File: src/rtl/sdr_seq_pkg.sv
package sdr_seq_pkg;
  localparam int MODE_W = 14;

  typedef struct packed {
    logic       wr_single;
    logic [2:0] cl;
    logic       ilv;
    logic [2:0] bl;
  } mode_t;

  localparam mode_t MODE_RST = '{wr_single: 1'b0, cl: 3'd2, ilv: 1'b0, bl: 3'd0};
  localparam logic [2:0] BL_PAGE = 3'd7;

  function automatic logic mode_legal(input logic [MODE_W-1:0] w);
    logic zero_ok, bl_ok, cl_ok;
    zero_ok = (w[13:10] == 4'b0) && (w[8:7] == 2'b0);
    bl_ok   = (w[2:0] <= 3'd3) || ((w[2:0] == BL_PAGE) && !w[3]);
    cl_ok   = (w[6:4] >= 3'd2) && (w[6:4] <= 3'd4);
    return zero_ok && bl_ok && cl_ok;
  endfunction

  function automatic mode_t mode_unpack(input logic [MODE_W-1:0] w);
    return '{wr_single: w[9], cl: w[6:4], ilv: w[3], bl: w[2:0]};
  endfunction
endpackage

File: src/rtl/sdr_mode_reg.sv
module sdr_mode_reg
  import sdr_seq_pkg::*;
(
  input  logic              clk_i,
  input  logic              rst_ni,
  input  logic              cke_i,
  input  logic              load_i,
  input  logic [MODE_W-1:0] word_i,
  input  logic              busy_i,
  output mode_t             mode_o,
  output logic [2:0]        cas_lat_o,
  output logic              err_o
);
  mode_t mode_q;
  logic  err_q;
  logic  take;

  assign take = cke_i && load_i && !busy_i;

  always_ff @(posedge clk_i or negedge rst_ni) begin
    if (!rst_ni) begin
      mode_q <= MODE_RST;
      err_q  <= 1'b0;
    end else if (take) begin
      if (mode_legal(word_i)) begin
        mode_q <= mode_unpack(word_i);
        err_q  <= 1'b0;
      end else begin
        err_q  <= 1'b1;
      end
    end
  end

  assign mode_o    = mode_q;
  assign cas_lat_o = mode_q.cl;
  assign err_o     = err_q;

  assert_load_busy_ignored_R9: assert property (@(posedge clk_i) disable iff (!rst_ni)
    (load_i && busy_i) |=> ($stable(mode_q) && $stable(err_q)));
  assert_reject_flags_R1: assert property (@(posedge clk_i) disable iff (!rst_ni)
    (take && !mode_legal(word_i)) |=> (err_o && $stable(mode_q)));
  assert_cas_range_R3: assert property (@(posedge clk_i) disable iff (!rst_ni)
    (cas_lat_o >= 3'd2 && cas_lat_o <= 3'd4));
  assert_cke_hold_R10: assert property (@(posedge clk_i) disable iff (!rst_ni)
    !cke_i |=> ($stable(mode_q) && $stable(err_q)));
endmodule

File: src/rtl/sdr_beat_ctrl.sv
module sdr_beat_ctrl
  import sdr_seq_pkg::*;
#(
  parameter int COL_W = 8
) (
  input  logic             clk_i,
  input  logic             rst_ni,
  input  logic             cke_i,
  input  logic             start_i,
  input  logic             write_i,
  input  logic [COL_W-1:0] col_i,
  input  logic             stop_i,
  input  mode_t            mode_i,
  output logic             active_o,
  output logic [COL_W-1:0] base_o,
  output logic [COL_W-1:0] cnt_o,
  output logic [COL_W-1:0] mask_o,
  output logic             ilv_o,
  output logic             full_o,
  output logic             last_o
);
  localparam logic [COL_W-1:0] ONE = COL_W'(1);

  logic             active_q, ilv_q, full_q;
  logic [COL_W-1:0] base_q, cnt_q, mask_q;
  logic [COL_W-1:0] mask_d;
  logic             full_d, at_end;

  always_comb begin
    full_d = 1'b0;
    if (write_i && mode_i.wr_single) begin
      mask_d = '0;
    end else if (mode_i.bl == BL_PAGE) begin
      mask_d = '1;
      full_d = 1'b1;
    end else begin
      mask_d = (ONE << mode_i.bl) - ONE;
    end
  end

  assign at_end = !full_q && (cnt_q == mask_q);

  always_ff @(posedge clk_i or negedge rst_ni) begin
    if (!rst_ni) begin
      active_q <= 1'b0;
      ilv_q    <= 1'b0;
      full_q   <= 1'b0;
      base_q   <= '0;
      cnt_q    <= '0;
      mask_q   <= '0;
    end else if (cke_i) begin
      if (start_i) begin
        active_q <= 1'b1;
        base_q   <= col_i;
        cnt_q    <= '0;
        mask_q   <= mask_d;
        full_q   <= full_d;
        ilv_q    <= mode_i.ilv;
      end else if (active_q) begin
        if (stop_i || at_end) active_q <= 1'b0;
        else                  cnt_q    <= cnt_q + ONE;
      end
    end
  end

  assign active_o = active_q;
  assign base_o   = base_q;
  assign cnt_o    = cnt_q;
  assign mask_o   = mask_q;
  assign ilv_o    = ilv_q;
  assign full_o   = full_q;
  assign last_o   = active_q && at_end;

  assert_last_needs_valid_R11: assert property (@(posedge clk_i) disable iff (!rst_ni)
    last_o |-> active_o);
  assert_page_no_last_R6: assert property (@(posedge clk_i) disable iff (!rst_ni)
    (active_o && full_o) |-> !last_o);
  assert_burst_continues_R11: assert property (@(posedge clk_i) disable iff (!rst_ni)
    (active_o && !last_o && !stop_i) |=> active_o);
  assert_start_restart_R8: assert property (@(posedge clk_i) disable iff (!rst_ni)
    (cke_i && start_i) |=> (active_o && cnt_o == '0 && base_o == $past(col_i)));
  assert_last_drops_R11: assert property (@(posedge clk_i) disable iff (!rst_ni)
    (cke_i && last_o && !start_i) |=> !active_o);
endmodule

File: src/rtl/sdr_col_gen.sv
module sdr_col_gen #(
  parameter int COL_W = 8
) (
  input  logic [COL_W-1:0] base_i,
  input  logic [COL_W-1:0] cnt_i,
  input  logic [COL_W-1:0] mask_i,
  input  logic             ilv_i,
  output logic [COL_W-1:0] col_o
);
  logic [COL_W-1:0] sum;
  assign sum = base_i + cnt_i;

  for (genvar b = 0; b < COL_W; b++) begin : g_bit
    always_comb begin
      if (!mask_i[b])  col_o[b] = base_i[b];
      else if (ilv_i)  col_o[b] = base_i[b] ^ cnt_i[b];
      else             col_o[b] = sum[b];
    end
  end
endmodule

File: src/rtl/sdr_burst_seq.sv
module sdr_burst_seq
  import sdr_seq_pkg::*;
#(
  parameter int COL_W = 8
) (
  input  logic              clk_i,
  input  logic              rst_ni,
  input  logic              cke_i,
  input  logic              mode_load_i,
  input  logic [MODE_W-1:0] mode_word_i,
  input  logic              cmd_start_i,
  input  logic              cmd_write_i,
  input  logic [COL_W-1:0]  cmd_col_i,
  input  logic              burst_stop_i,
  output logic [COL_W-1:0]  col_o,
  output logic              valid_o,
  output logic              last_o,
  output logic [2:0]        cas_lat_o,
  output logic              mode_err_o
);
  mode_t            mode;
  logic             active, ilv, full;
  logic [COL_W-1:0] base, cnt, mask;

  sdr_mode_reg u_mode (
    .clk_i     (clk_i),
    .rst_ni    (rst_ni),
    .cke_i     (cke_i),
    .load_i    (mode_load_i),
    .word_i    (mode_word_i),
    .busy_i    (active),
    .mode_o    (mode),
    .cas_lat_o (cas_lat_o),
    .err_o     (mode_err_o)
  );

  sdr_beat_ctrl #(.COL_W(COL_W)) u_beat (
    .clk_i    (clk_i),
    .rst_ni   (rst_ni),
    .cke_i    (cke_i),
    .start_i  (cmd_start_i),
    .write_i  (cmd_write_i),
    .col_i    (cmd_col_i),
    .stop_i   (burst_stop_i),
    .mode_i   (mode),
    .active_o (active),
    .base_o   (base),
    .cnt_o    (cnt),
    .mask_o   (mask),
    .ilv_o    (ilv),
    .full_o   (full),
    .last_o   (last_o)
  );

  sdr_col_gen #(.COL_W(COL_W)) u_col (
    .base_i (base),
    .cnt_i  (cnt),
    .mask_i (mask),
    .ilv_i  (ilv),
    .col_o  (col_o)
  );

  assign valid_o = active;

  assert_upper_fixed_R4: assert property (@(posedge clk_i) disable iff (!rst_ni)
    (valid_o && !full) |-> ((col_o & ~mask) == (base & ~mask)));
  assert_page_step_R6: assert property (@(posedge clk_i) disable iff (!rst_ni)
    (cke_i && valid_o && full && !cmd_start_i && !burst_stop_i) |=> (col_o == $past(col_o) + COL_W'(1)));
  assert_cke_freeze_R10: assert property (@(posedge clk_i) disable iff (!rst_ni)
    !cke_i |=> ($stable(col_o) && $stable(valid_o) && $stable(last_o)));
endmodule

File: config.mk
export PLATFORM = sky130hd
export DESIGN_NAME = sdr_burst_seq
export DESIGN_NICKNAME = d
export VERILOG_FILES = /design/src/rtl/sdr_seq_pkg.sv /design/src/rtl/sdr_mode_reg.sv /design/src/rtl/sdr_beat_ctrl.sv /design/src/rtl/sdr_col_gen.sv /design/src/rtl/sdr_burst_seq.sv
export SDC_FILE = /design/constraint.sdc
export NUM_CORES = 1
export LEC_CHECK = 0
export BUFFER_PORTS_ARGS = -buffer_cell sky130_fd_sc_hd__buf_4
export CORE_AREA = 4 4 91 93
export CTS_CLUSTER_SIZE = 24
export DETAILED_ROUTE_END_ITERATION = 16
export DIE_AREA = 0 0 95 97
export RECOVER_POWER = 25
export SETUP_SLACK_MARGIN = 0.4
export SLEW_MARGIN = 20
export SYNTH_ARGS = -nofsm -noshare
export SYNTH_HDL_FRONTEND = slang
export SYNTH_SLANG_ARGS = --single-unit
File: constraint.sdc
create_clock -name clk_i -period 2.92 [get_ports clk_i]
set_input_delay 0.292 -clock clk_i [delete_from_list [all_inputs] [get_ports clk_i]]
set_output_delay 0.292 -clock clk_i [all_outputs]
set_load 0.05 [all_outputs]
* After elaboration in Yosys (flattened, before gate mapping) *
Cells that the tools add are included.

word-level totals
  register bits after elaboration = 36
  bits of input ports = 29
  output and inout bits = 14
  logic and storage cells = 78

cells by class
  $add $sub $neg = 3
  $lt $le $gt $ge = 3
  eq/ne operators = 4
  shift operators = 1
  muxes and demuxes = 27
  bitwise operators = 8
  reductions and logical operators = 21

operator list
  kind                                                                              number
  8-bit two-way mux                                                                 5
  1-bit two-way mux                                                                 22
  1-bit logical AND                                                                 10
  8-bit by 1-bit adder with 8-bit output, second input constant                     1
  8-bit adder                                                                       1
  8-bit == test                                                                     1
  1-bit by 3-bit << shifter with 8-bit output, first input constant                 1
  8-bit by 1-bit subtractor with 8-bit output, second input constant                1
  1-bit bitwise XOR                                                                 8
  3-bit == test, second input constant                                              2
  4-bit zero test                                                                   1
  2-bit AND reduction                                                               2
  3-bit by 2-bit >= comparator with 1-bit output, second input constant             1
  3-bit by 2-bit less-or-equal comparator with 1-bit output, second input constant  1
  3-bit less-or-equal comparator, second input constant                             1
  1-bit zero test                                                                   3
  3-bit AND reduction                                                               1
  2-bit zero test                                                                   1
  1-bit logical OR                                                                  2
  2-bit inequality test, second input constant                                      1
  2-bit nonzero test                                                                1

* Depth between registers and ports, before layout *
Gate-level depths: netlist of the first run.

  word-level depth = 6
  depth in mapped cells = 8
  mapped depth without buffers = 8

* By module *
A second synthesis of the first run with hierarchy kept.

second synthesis, totals
  cell total of the unflattened synthesis = 220
  area, all modules = 2,234.6 um^2

by module, submodules not included
  module         instances  cells each  area each (um^2)  sequential area each (um^2)
  sdr_beat_ctrl  1          128         1,380.1           675.6
  sdr_col_gen    1          61          442.9             0.0
  sdr_mode_reg   1          31          411.6             226.5

* Least setup slack after synthesis of the first run *
OpenSTA, ideal clock, no wires.

  path kind = reg2out
  start point = register u_beat.cnt_q[1] (netlist: u_beat.cnt_o[1])
  end point = output col_o[7]
  arrival time = 2.304 ns
  data required time = 2.628 ns
  setup slack = 0.324 ns
  cell stages (with the launch flop) = 7
  path buffers = 0
  cells stage by stage = dfrtp_1 ha_1 a211oi_1 o21a_1 nor3_1 o311ai_0 xor2_1

between the ends
  cells in the longest elaborated chain, start to end = 3

ends and longest elaborated chain
  element                 RTL line             source
  start, declared         sdr_beat_ctrl.sv:25  logic [COL_W-1:0] base_q, cnt_q, mask_q;
  start signal, assigned  sdr_beat_ctrl.sv:61  else cnt_q <= cnt_q + ONE;
  8-bit adder             sdr_col_gen.sv:11    assign sum = base_i + cnt_i;
  1-bit two-way mux       sdr_col_gen.sv:16    else if (ilv_i) col_o[b] = base_i[b] ^ cnt_i[b];
  1-bit two-way mux       sdr_col_gen.sv:15    if (!mask_i[b]) col_o[b] = base_i[b];
  end, declared           sdr_burst_seq.sv:15  output logic [COL_W-1:0] col_o,

Every way passes these cells.

* Worst setup path in the final report of the first run *
  start point = register u_beat.base_q[1] (netlist: u_beat.base_o[1])
  end point = output col_o[7]

between the ends
  cells in the longest elaborated chain, start to end = 3

ends and longest elaborated chain
  element                 RTL line             source
  start, declared         sdr_beat_ctrl.sv:25
  start signal, assigned  sdr_beat_ctrl.sv:54  base_q <= col_i;
  8-bit adder             sdr_col_gen.sv:11
  1-bit two-way mux       sdr_col_gen.sv:16
  1-bit two-way mux       sdr_col_gen.sv:15

Every way passes these cells.

==> impl_metrics.sql, run 1 <==
INSERT INTO impl_metrics (metric_group, metric, value, unit) VALUES
('setup_path', 'crit_chain', 'ha_4, a211oi_2, o21a_1, nor3_1, o311ai_2, xor2_2, buf_6', ''),
('run_status', 'run_status', 'finished clean', ''),
('setup_path', 'crit_arrival', '2.12', 'ns'),
('route', 'dr.pass1.iters', '4', ''),
('setup_path', 'worst-setup-path-type', 'register to output port', ''),
('grt', 'grt_pass1_vias', '1822', ''),
('grt', 'globalRouteMet1Util', '0.161', ''),
('floorplan', 'std_cell_rows', '32', ''),
('synth', 'synthArstFlopShare', '1.00', ''),
('grt', 'grt_antenna_before_repair', '0', ''),
('synth', 'yosys_register_bits', '36', ''),
('grt', 'grt_usage', '0.120', ''),
('route', 'drt_iter0_markers', '87', ''),
('clock_tree', 'clock_tree.htree_level_count', '2', ''),
('route', 'drc', '0', ''),
('route', 'wl_per_cell', '14.0', 'microns'),
('floorplan', 'floorplan.die.height', '97', 'microns'),
('sta', 'timing.setup.tns', '0', 'ns'),
('setup_path', 'crit_start', 'u_beat.base_o[1]$_DFFE_PN0P_', ''),
('sta', 'timing.fmax', '415', 'MHz'),
('floorplan', 'initial_core_util', '0.291', ''),
('synth', 'postSynthAreaPerCell', '9.61', 'sq um'),
('clock_tree', 'tritoncts_clock_tree', 'built', ''),
('setup_path', 'worst_path_max_delay_cell', 'dfrtp_1', ''),
('setup_path', 'worst-path-max-fanout', '3', ''),
('route', 'dr_total_vias', '1855', ''),
('grt', 'grtUsageMet2', '0.187', ''),
('hold_path', 'hp-class', 'input port to register', ''),
('power', 'cellLeakagePower', '0.00128', 'uW'),
('grt', 'grt_first_pass_wirelength', '8740', 'microns'),
('layout', 'stdcell_area', '2850', 'sq um'),
('sta', 'number_of_setup_violations_in_the_final_report', '0', ''),
('route', 'wl', '5370', 'microns'),
('layout', 'ratio_of_cells_with_drive_above_1_in_the_final_layout', '0.332', ''),
('place', 'post-place-cells', '362', ''),
('layout', 'finalNetCount', '318', ''),
('route', 'ant_nets', '0', ''),
('job', 'maxCapViolations', '0', ''),
('synth', 'dominantRegCellSynth', 'dfrtp_1', ''),
('sta', 'period_minus_slack', '2.41', 'ns'),
('synth', 'netlist-cell-type-count', '44', ''),
('clock_tree', 'root_buffer', 'clkbuf_8', ''),
('clock_tree', 'worstSkewPairLatency', '0.29', 'ns'),
('place', 'place.port_buffers', '42', ''),
('layout', 'antenna_cells', '0', ''),
('power', 'peak_supply_drop', '0.000181', 'V'),
('floorplan', 'core', '7530', 'sq um'),
('sta', 'slew-limit-headroom', '0.488', ''),
('hold_path', 'min_from', 'cmd_start_i', ''),
('sta', 'finalHoldViolations', '0', ''),
('floorplan', 'dieArea', '9220', 'sq um'),
('grt', 'global_route.peak_usage_layer', 'met2', ''),
('sta', 'drv_slew', '0', ''),
('floorplan', 'die_width', '95', 'microns'),
('clock_tree', 'cts_buffers', '5', ''),
('synth', 'synth_sequential_area_ratio', '0.412', ''),
('sta', 'unrepaired_setup_endpoints_after_global_routing', 'yes', ''),
('floorplan', 'design.portCount', '43', ''),
('sta', 'min_period_over_period', '0.825', ''),
('grt', 'pin_count_of_the_biggest_net_entering_global_routing', '37', ''),
('layout', 'post_layout_nonfiller_instances', '382', ''),
('setup_path', 'crit_path_start_kind', 'register', ''),
('sta', 'timing.clock.skew', '0.00769', 'ns'),
('setup_path', 'worstPathRequired', '2.63', 'ns'),
('synth', 'synth_nets', '267', ''),
('power', 'p_per_area', '510', 'nW/um^2'),
('route', 'detail_route.vias_per_cell', '4.86', ''),
('synth', 'netlist_area', '2190', 'sq um'),
('setup_path', 'timing.critical_path.buf_inv', '1', ''),
('setup_path', 'critical_path_end_type', 'output port', ''),
('grt', 'grt-ovfl-total', '0', '');
-- cell usage after synthesis (3+ instances only) --
cell,instances,area share
a21oi_1,13,0.030
buf_4,3,0.010
clkbuf_1,4,0.0069
dfrtp_1,35,0.40
ha_1,9,0.051
inv_1,9,0.015
mux2_2,17,0.087
mux2i_1,3,0.014
nand2_1,25,0.043
nand3_1,3,0.0069
nand3b_1,4,0.014
nand4_1,3,0.0086
nor2_1,13,0.022
nor3_1,7,0.016
o211ai_1,5,0.017
o21a_1,4,0.014
o21ai_0,14,0.032
o31ai_1,4,0.014
or4_1,5,0.017
xnor2_1,5,0.020
xor2_1,9,0.036
-- cell usage in the layout, fill, tap and decap left out, types with 2 or more instances in the layout --
cell type / n
buf_6: 2
a22o_1: 2
nand3_1: 3
o211ai_1: 5
o21ai_0: 11
o21a_1: 4
buf_4: 51
nand2b_1: 2
or3_1: 2
a32o_1: 2
a31oi_1: 2
ha_1: 6
mux2i_1: 3
ha_4: 3
nor2b_1: 2
xnor2_1: 5
inv_1: 9
nor3b_1: 2
nor3_1: 6
a21oi_1: 12
dfrtp_1: 32
clkbuf_8: 5
nand2_1: 25
dfrtp_2: 3
nor2_1: 13
or4_1: 5
mux2_2: 17
o22ai_1: 2
o31ai_1: 4
nand4_1: 3
nand3b_1: 4
o21ai_1: 3
xor2_1: 8
a21o_1: 2
and2_1: 2
clkinv_2: 2
-- power breakdown --
| part | internal (uW) | switching, uW |
|---|---|---|
| Combinational | 232 | 283 |
| Clock | 166 | 189 |
| Sequential | 536 | 46.7 |
-- metal layers --
metal	part of all wire	vias up
met3	0.044	6
met4	0.010	0
met5	0	-
met1	0.46	884
li1	-	926
met2	0.48	39
-- worst reg2reg max path, cell delays in order, from the launching register on --
cell	delay, ns
dfrtp_2	0.44
buf_4	0.15
buf_4	0.12
xor2_1	0.17
nor3_1	0.11
a31o_2	0.31
or4_1	0.48
a21oi_1	0.15
-- per-stage QoR --
stage	util	total power (uW)	hold WS, ns	worst slack [ns]
detailed placement	0.345	1020	0.290	0.506
global placement	0.345	1020	0.280	0.520
CTS	0.362	1410	0.201	0.384
finish	0.378	1450	0.205	0.510
floorplan	-	883	-0.00359	0.413
global route	0.378	1560	0.197	0.364
-- registers in the layout (all words and copies together) (netlist names) --
signal,cells
u_beat.base_o,8
u_mode.cas_lat_o,3
u_beat.cnt_o,8
u_beat.full_o,1
u_beat.mask_o,8
u_beat.active_o,1
u_mode.mode_o,5
u_mode.err_o,1
u_beat.ilv_o,1
-- final cells by class --
type	instances	area (sq um)	share of cell area
multi-input combinational	173	1280	0.449
sequential	36	906	0.318
timing repair buffer	54	415	0.146
tap	102	128	0.0448
clock buffer	5	68.8	0.0242
inverter	9	33.8	0.0119
clock inverter	3	18.8	0.00659
-- final timing paths --
check                                               to  slack, ns  cells past startpoint
setup / recovery                              col_o[7]       0.51                      7
min in group asynchronous     u_mode.err_o$_DFFE_PN0P_       0.48                      2
hold / removal             u_beat.cnt_o[1]$_DFFE_PN0P_       0.20                      2
max in group asynchronous  u_beat.cnt_o[3]$_DFFE_PN0P_       2.08                      2
hold reg to reg              u_beat.full_o$_DFFE_PN0P_       0.49                      2
setup reg to reg           u_beat.cnt_o[5]$_DFFE_PN0P_       0.91                      7
-- logic make-up (layout without fill, tap and decap cells) --
group	after synthesis	after routing	share of synthesized area
XOR/XNOR	14	14	0.0560
multiplexers	20	20	0.101
buffers and inverters	19	71	0.0388
AO/OA/AOI/OAI	57	57	0.169
adder cells (fa/ha/maj)	10	10	0.0605
flip-flops	36	36	0.412
AND/OR/NAND/NOR	72	72	0.163
-- what timing repair did --
item,4_1_cts,5_1_grt
buffers inserted,3,8
hold buffers,1,0
hold endpoints to repair,35,0
pin swaps,1,3
endpoints found under the setup margin,4,5
resized for setup,6,13
(Power assumes the default switching activity.)
==> run 2: changes to the inputs <==
--- a/config.mk
+++ b/config.mk
@@ -5,11 +5,12 @@
 export SDC_FILE = /design/constraint.sdc
 export NUM_CORES = 1
 export LEC_CHECK = 0
+export ABC_AREA = 1
 export BUFFER_PORTS_ARGS = -buffer_cell sky130_fd_sc_hd__buf_4
-export CORE_AREA = 4 4 91 93
+export CORE_AREA = 4 4 92 94
 export CTS_CLUSTER_SIZE = 24
 export DETAILED_ROUTE_END_ITERATION = 16
-export DIE_AREA = 0 0 95 97
+export DIE_AREA = 0 0 96 98
 export RECOVER_POWER = 25
 export SETUP_SLACK_MARGIN = 0.4
 export SLEW_MARGIN = 20
==> constraint.sdc (replaced) <==
create_clock -name clk_i -period 1.97 [get_ports clk_i]
set_input_delay 0.197 -clock clk_i [delete_from_list [all_inputs] [get_ports clk_i]]
set_output_delay 0.197 -clock clk_i [all_outputs]
set_load 0.05 [all_outputs]
==> run 2 against run 1 <==
Against the previous run:
- the flow now finishes with violations (setup timing)
- register-to-register slack worse by 0.59 ns
- core utilization up 4.4 points
- sequential share of layout area is 3.8 points lower
- routed wire length is 13% higher
==> impl_metrics.sql, run 2 <==
INSERT INTO impl_metrics (metric_group, metric, value, unit) VALUES
('synth', 'synth_sequential_area_ratio', '0.398', ''),
('synth', 'ys_warn_count', '0', ''),
('hold_path', 'hp-class', 'input port to register', ''),
('floorplan', 'design.portCount', '43', ''),
('sta', 'slew-limit-headroom', '0.250', ''),
('synth', 'netlist.area_leader.share', '0.387', ''),
('route', 'drt_iter0_markers', '72', ''),
('sta', 'unrepaired_setup_endpoints_after_global_routing', 'yes', ''),
('route', 'drc', '0', ''),
('synth', 'postSynthAreaPerCell', '7.31', 'sq um'),
('clock_tree', 'worstSkewPairLatency', '0.29', 'ns'),
('grt', 'grt_usage', '0.138', ''),
('setup_path', 'worst-path-max-fanout', '2', ''),
('setup_path', 'crit_chain', 'ha_2, inv_2, fa_2, o21ai_2, nand2_2, xor2_2, o21ai_4, buf_6', ''),
('sta', 'min_period_over_period', '1.10', ''),
('sta', 'timing.setup.tns', '-0.836', 'ns'),
('floorplan', 'initial_core_util', '0.296', ''),
('sta', 'timing_worst_slew_pin_value', '1.13', 'ns'),
('power', 'design_power_total', '2070', 'uW'),
('run_status', 'run_status', 'complete, but fails checks', ''),
('grt', 'grt-ovfl-total', '0', ''),
('sta', 'timing.final.ws_setup', '-0.192', 'ns'),
('place', 'gp_congestion', '0.871', ''),
('synth', 'synth_common_cells', 'nand2_1 (102), dfrtp_1 (35), inv_1 (30), nand3_1 (24), nor2_1 (20)', ''),
('synth', 'netlist_area', '2260', 'sq um'),
('floorplan', 'die_width', '96', 'microns'),
('sta', 'timing.fmax', '462', 'MHz'),
('sta', 'finalHoldViolations', '0', ''),
('grt', 'grt_pass1_vias', '2246', ''),
('setup_path', 'worstPathRequired', '1.77', 'ns'),
('setup_path', 'timing.critical_path.buf_inv', '2', ''),
('synth', 'synthArstFlopShare', '1.00', ''),
('sta', 'period_minus_slack', '2.16', 'ns'),
('grt', 'pin_count_of_the_biggest_net_entering_global_routing', '37', ''),
('route', 'ant_nets', '0', ''),
('setup_path', 'worst_path_max_delay_cell', 'dfrtp_1', ''),
('synth', 'postSynthCellCount', '310', ''),
('route', 'wl_per_cell', '12.7', 'microns'),
('run_status', 'failing_checks', 'setup timing', ''),
('power', 'peak_supply_drop', '0.000244', 'V'),
('sta', 'number_of_setup_violations_in_the_final_report', '7', ''),
('layout', 'syn_to_final_growth', '42.5', '%'),
('clock_tree', 'cts_buffers', '5', ''),
('grt', 'grt_antenna_before_repair', '0', ''),
('sta', 'timing.clock.skew', '0.00795', 'ns'),
('setup_path', 'critical-path-max-stage-delay', '0.35', 'ns'),
('synth', 'yosys_register_bits', '36', ''),
('layout', 'ratio_of_cells_with_drive_above_1_in_the_final_layout', '0.356', ''),
('clock_tree', 'root_buffer', 'clkbuf_8', ''),
('setup_path', 'crit_arrival', '1.97', 'ns'),
('synth', 'yosysMostFrequentCell', 'nand2_1', ''),
('layout', 'fillers', '804', ''),
('route', 'dr_total_vias', '2186', ''),
('synth', 'synth_nets', '349', ''),
('place', 'dp_hpwl', '4510', 'microns'),
('clock_tree', 'tritoncts_num_sinks', '36', ''),
('sta', 'drv_slew', '0', ''),
('synth', 'netlist-cell-type-count', '30', ''),
('place', 'place.port_buffers', '42', ''),
('setup_path', 'critical_path_end_type', 'output port', ''),
('synth', 'synth_enable_flop_cells', '0', ''),
('job', 'maxCapViolations', '0', ''),
('setup_path', 'crit_family', 'adder cells', ''),
('layout', 'antenna_cells', '0', ''),
('setup_path', 'crit_path_start_kind', 'register', ''),
('clock_tree', 'cts_buffer_depth', '2', ''),
('route', 'detail_route.vias_per_cell', '4.57', ''),
('setup_path', 'worst-r2r-setup-slack', '0.32', 'ns'),
('clock_tree', 'clock_tree.htree_level_count', '2', ''),
('synth', 'synthTopCellsByArea', 'dfrtp_1 (39%), nand2_1 (17%), nand3_1 (5.3%)', ''),
('clock_tree', 'worst_setup_hold_path_clk_slew', '0.07', 'ns'),
('power', 'p_per_area', '642', 'nW/um^2'),
('floorplan', 'std_cell_rows', '32', ''),
('layout', 'finalNetCount', '414', ''),
('layout', 'layout.cells.most_common', 'nand2_1', ''),
('clock_tree', 'tritoncts_clock_tree', 'built', ''),
('synth', 'synth.largest_area_cell', 'dfrtp_1', ''),
('grt', 'grt_first_pass_wirelength', '10200', 'microns'),
('floorplan', 'dieArea', '9410', 'sq um'),
('floorplan', 'core', '7650', 'sq um'),
('layout', 'mostFrequentLayoutCells', 'nand2_1 (92), buf_4 (48), dfrtp_1 (33), inv_1 (26), nand3_1 (20)', ''),
('power', 'cellLeakagePower', '0.00155', 'uW'),
('route', 'dr.pass1.iters', '5', ''),
('setup_path', 'worst-setup-path-type', 'register to output port', ''),
('floorplan', 'floorplan.die.height', '98', 'microns'),
('route', 'wl', '6080', 'microns'),
('synth', 'dominantRegCellSynth', 'dfrtp_1', '');
## run 2: cell count changes after synthesis, moves of 5 or more
cell	before	now
or4_1	5	0
nor3_1	7	0
mux2_2	17	0
nand2_1	25	102
nor2_1	13	20
inv_1	9	30
nand3_1	3	24
o21ai_1	0	13
inv_2	0	10
## run 2: cell type report
cell class              instances  area (sq um)  share of cell area
flip-flops and latches         36           905               0.280
clock buffers                   7          86.3              0.0267
clock inverters                 1          7.51             0.00233
inverters                      41           156              0.0484
well taps                     102           128              0.0395
multi-input cells             225          1400               0.434
repair buffers                 66           546               0.169
## run 2: final timing paths
check / cells after the start / end / start
max: 8 / col_o[4] / u_beat.base_o[0]$_DFFE_PN0P_
min: 3 / u_beat.base_o[2]$_DFFE_PN0P_ / cmd_col_i[2]
max reg2reg: 10 / u_beat.cnt_o[0]$_DFFE_PN0P_ / u_beat.cnt_o[4]$_DFFE_PN0P_
min reg2reg: 2 / u_mode.cas_lat_o[1]$_DFFE_PN1P_ / u_mode.cas_lat_o[1]$_DFFE_PN1P_
max in group asynchronous: 2 / u_beat.cnt_o[3]$_DFFE_PN0P_ / rst_ni
min in group asynchronous: 2 / u_mode.cas_lat_o[0]$_DFFE_PN0P_ / rst_ni
## run 2: stage by stage
stage          cell area [sq um]  hold slack [ns]  setup WS [ns]  cells  utilization
6_report                    3230           0.0970         -0.192    478        0.422
2_1_floorplan               2420          -0.0986         0.0612    310            -
3_3_place_gp                2880            0.197         0.0709    455        0.377
4_1_cts                     3150           0.0898         -0.265    475        0.412
3_5_place_dp                2880            0.199         0.0206    455        0.377
5_1_grt                     3230           0.0984         -0.294    478        0.422
## run 2: logic make-up (layout without fill, tap and decap cells)
logic type	after synthesis	count (layout)	share of synthesized area
simple gates	159	159	0.308
xor+xnor	8	8	0.0309
flops	36	36	0.398
compound gates	48	48	0.115
fa+ha+maj	10	10	0.0586
buf+inv	49	115	0.0884
## run 2: worst min-delay path, delay by kind of cell
kind                   cells  cell delay (ns)
and+or+nand+nor            2             0.08
buffers and inverters      1             0.08
## run 2: power by group
group | switching (uW) | leakage [uW] | internal (uW)
logic | 402 | 0.00105 | 275
clock network | 280 | 0.0000445 | 284
registers | 44.3 | 0.000450 | 786
## run 2: metal layers
metal  part of all wire  vias to the layer above  GRT usage
li1                   -                     1121          -
met2               0.49                       53      0.225
met1               0.44                     1003      0.177
met4              0.018                        0     0.0460
met3              0.054                        9     0.0339
met5                  0                        -          0
## run 2: timing repair
item	in CTS	in global routing
resized for setup	21	25
buffers inserted	11	3
pin swaps	11	9
cloned	0	0
hold buffers	1	0
endpoints found under the setup margin	17	18
hold endpoints to repair	35	0
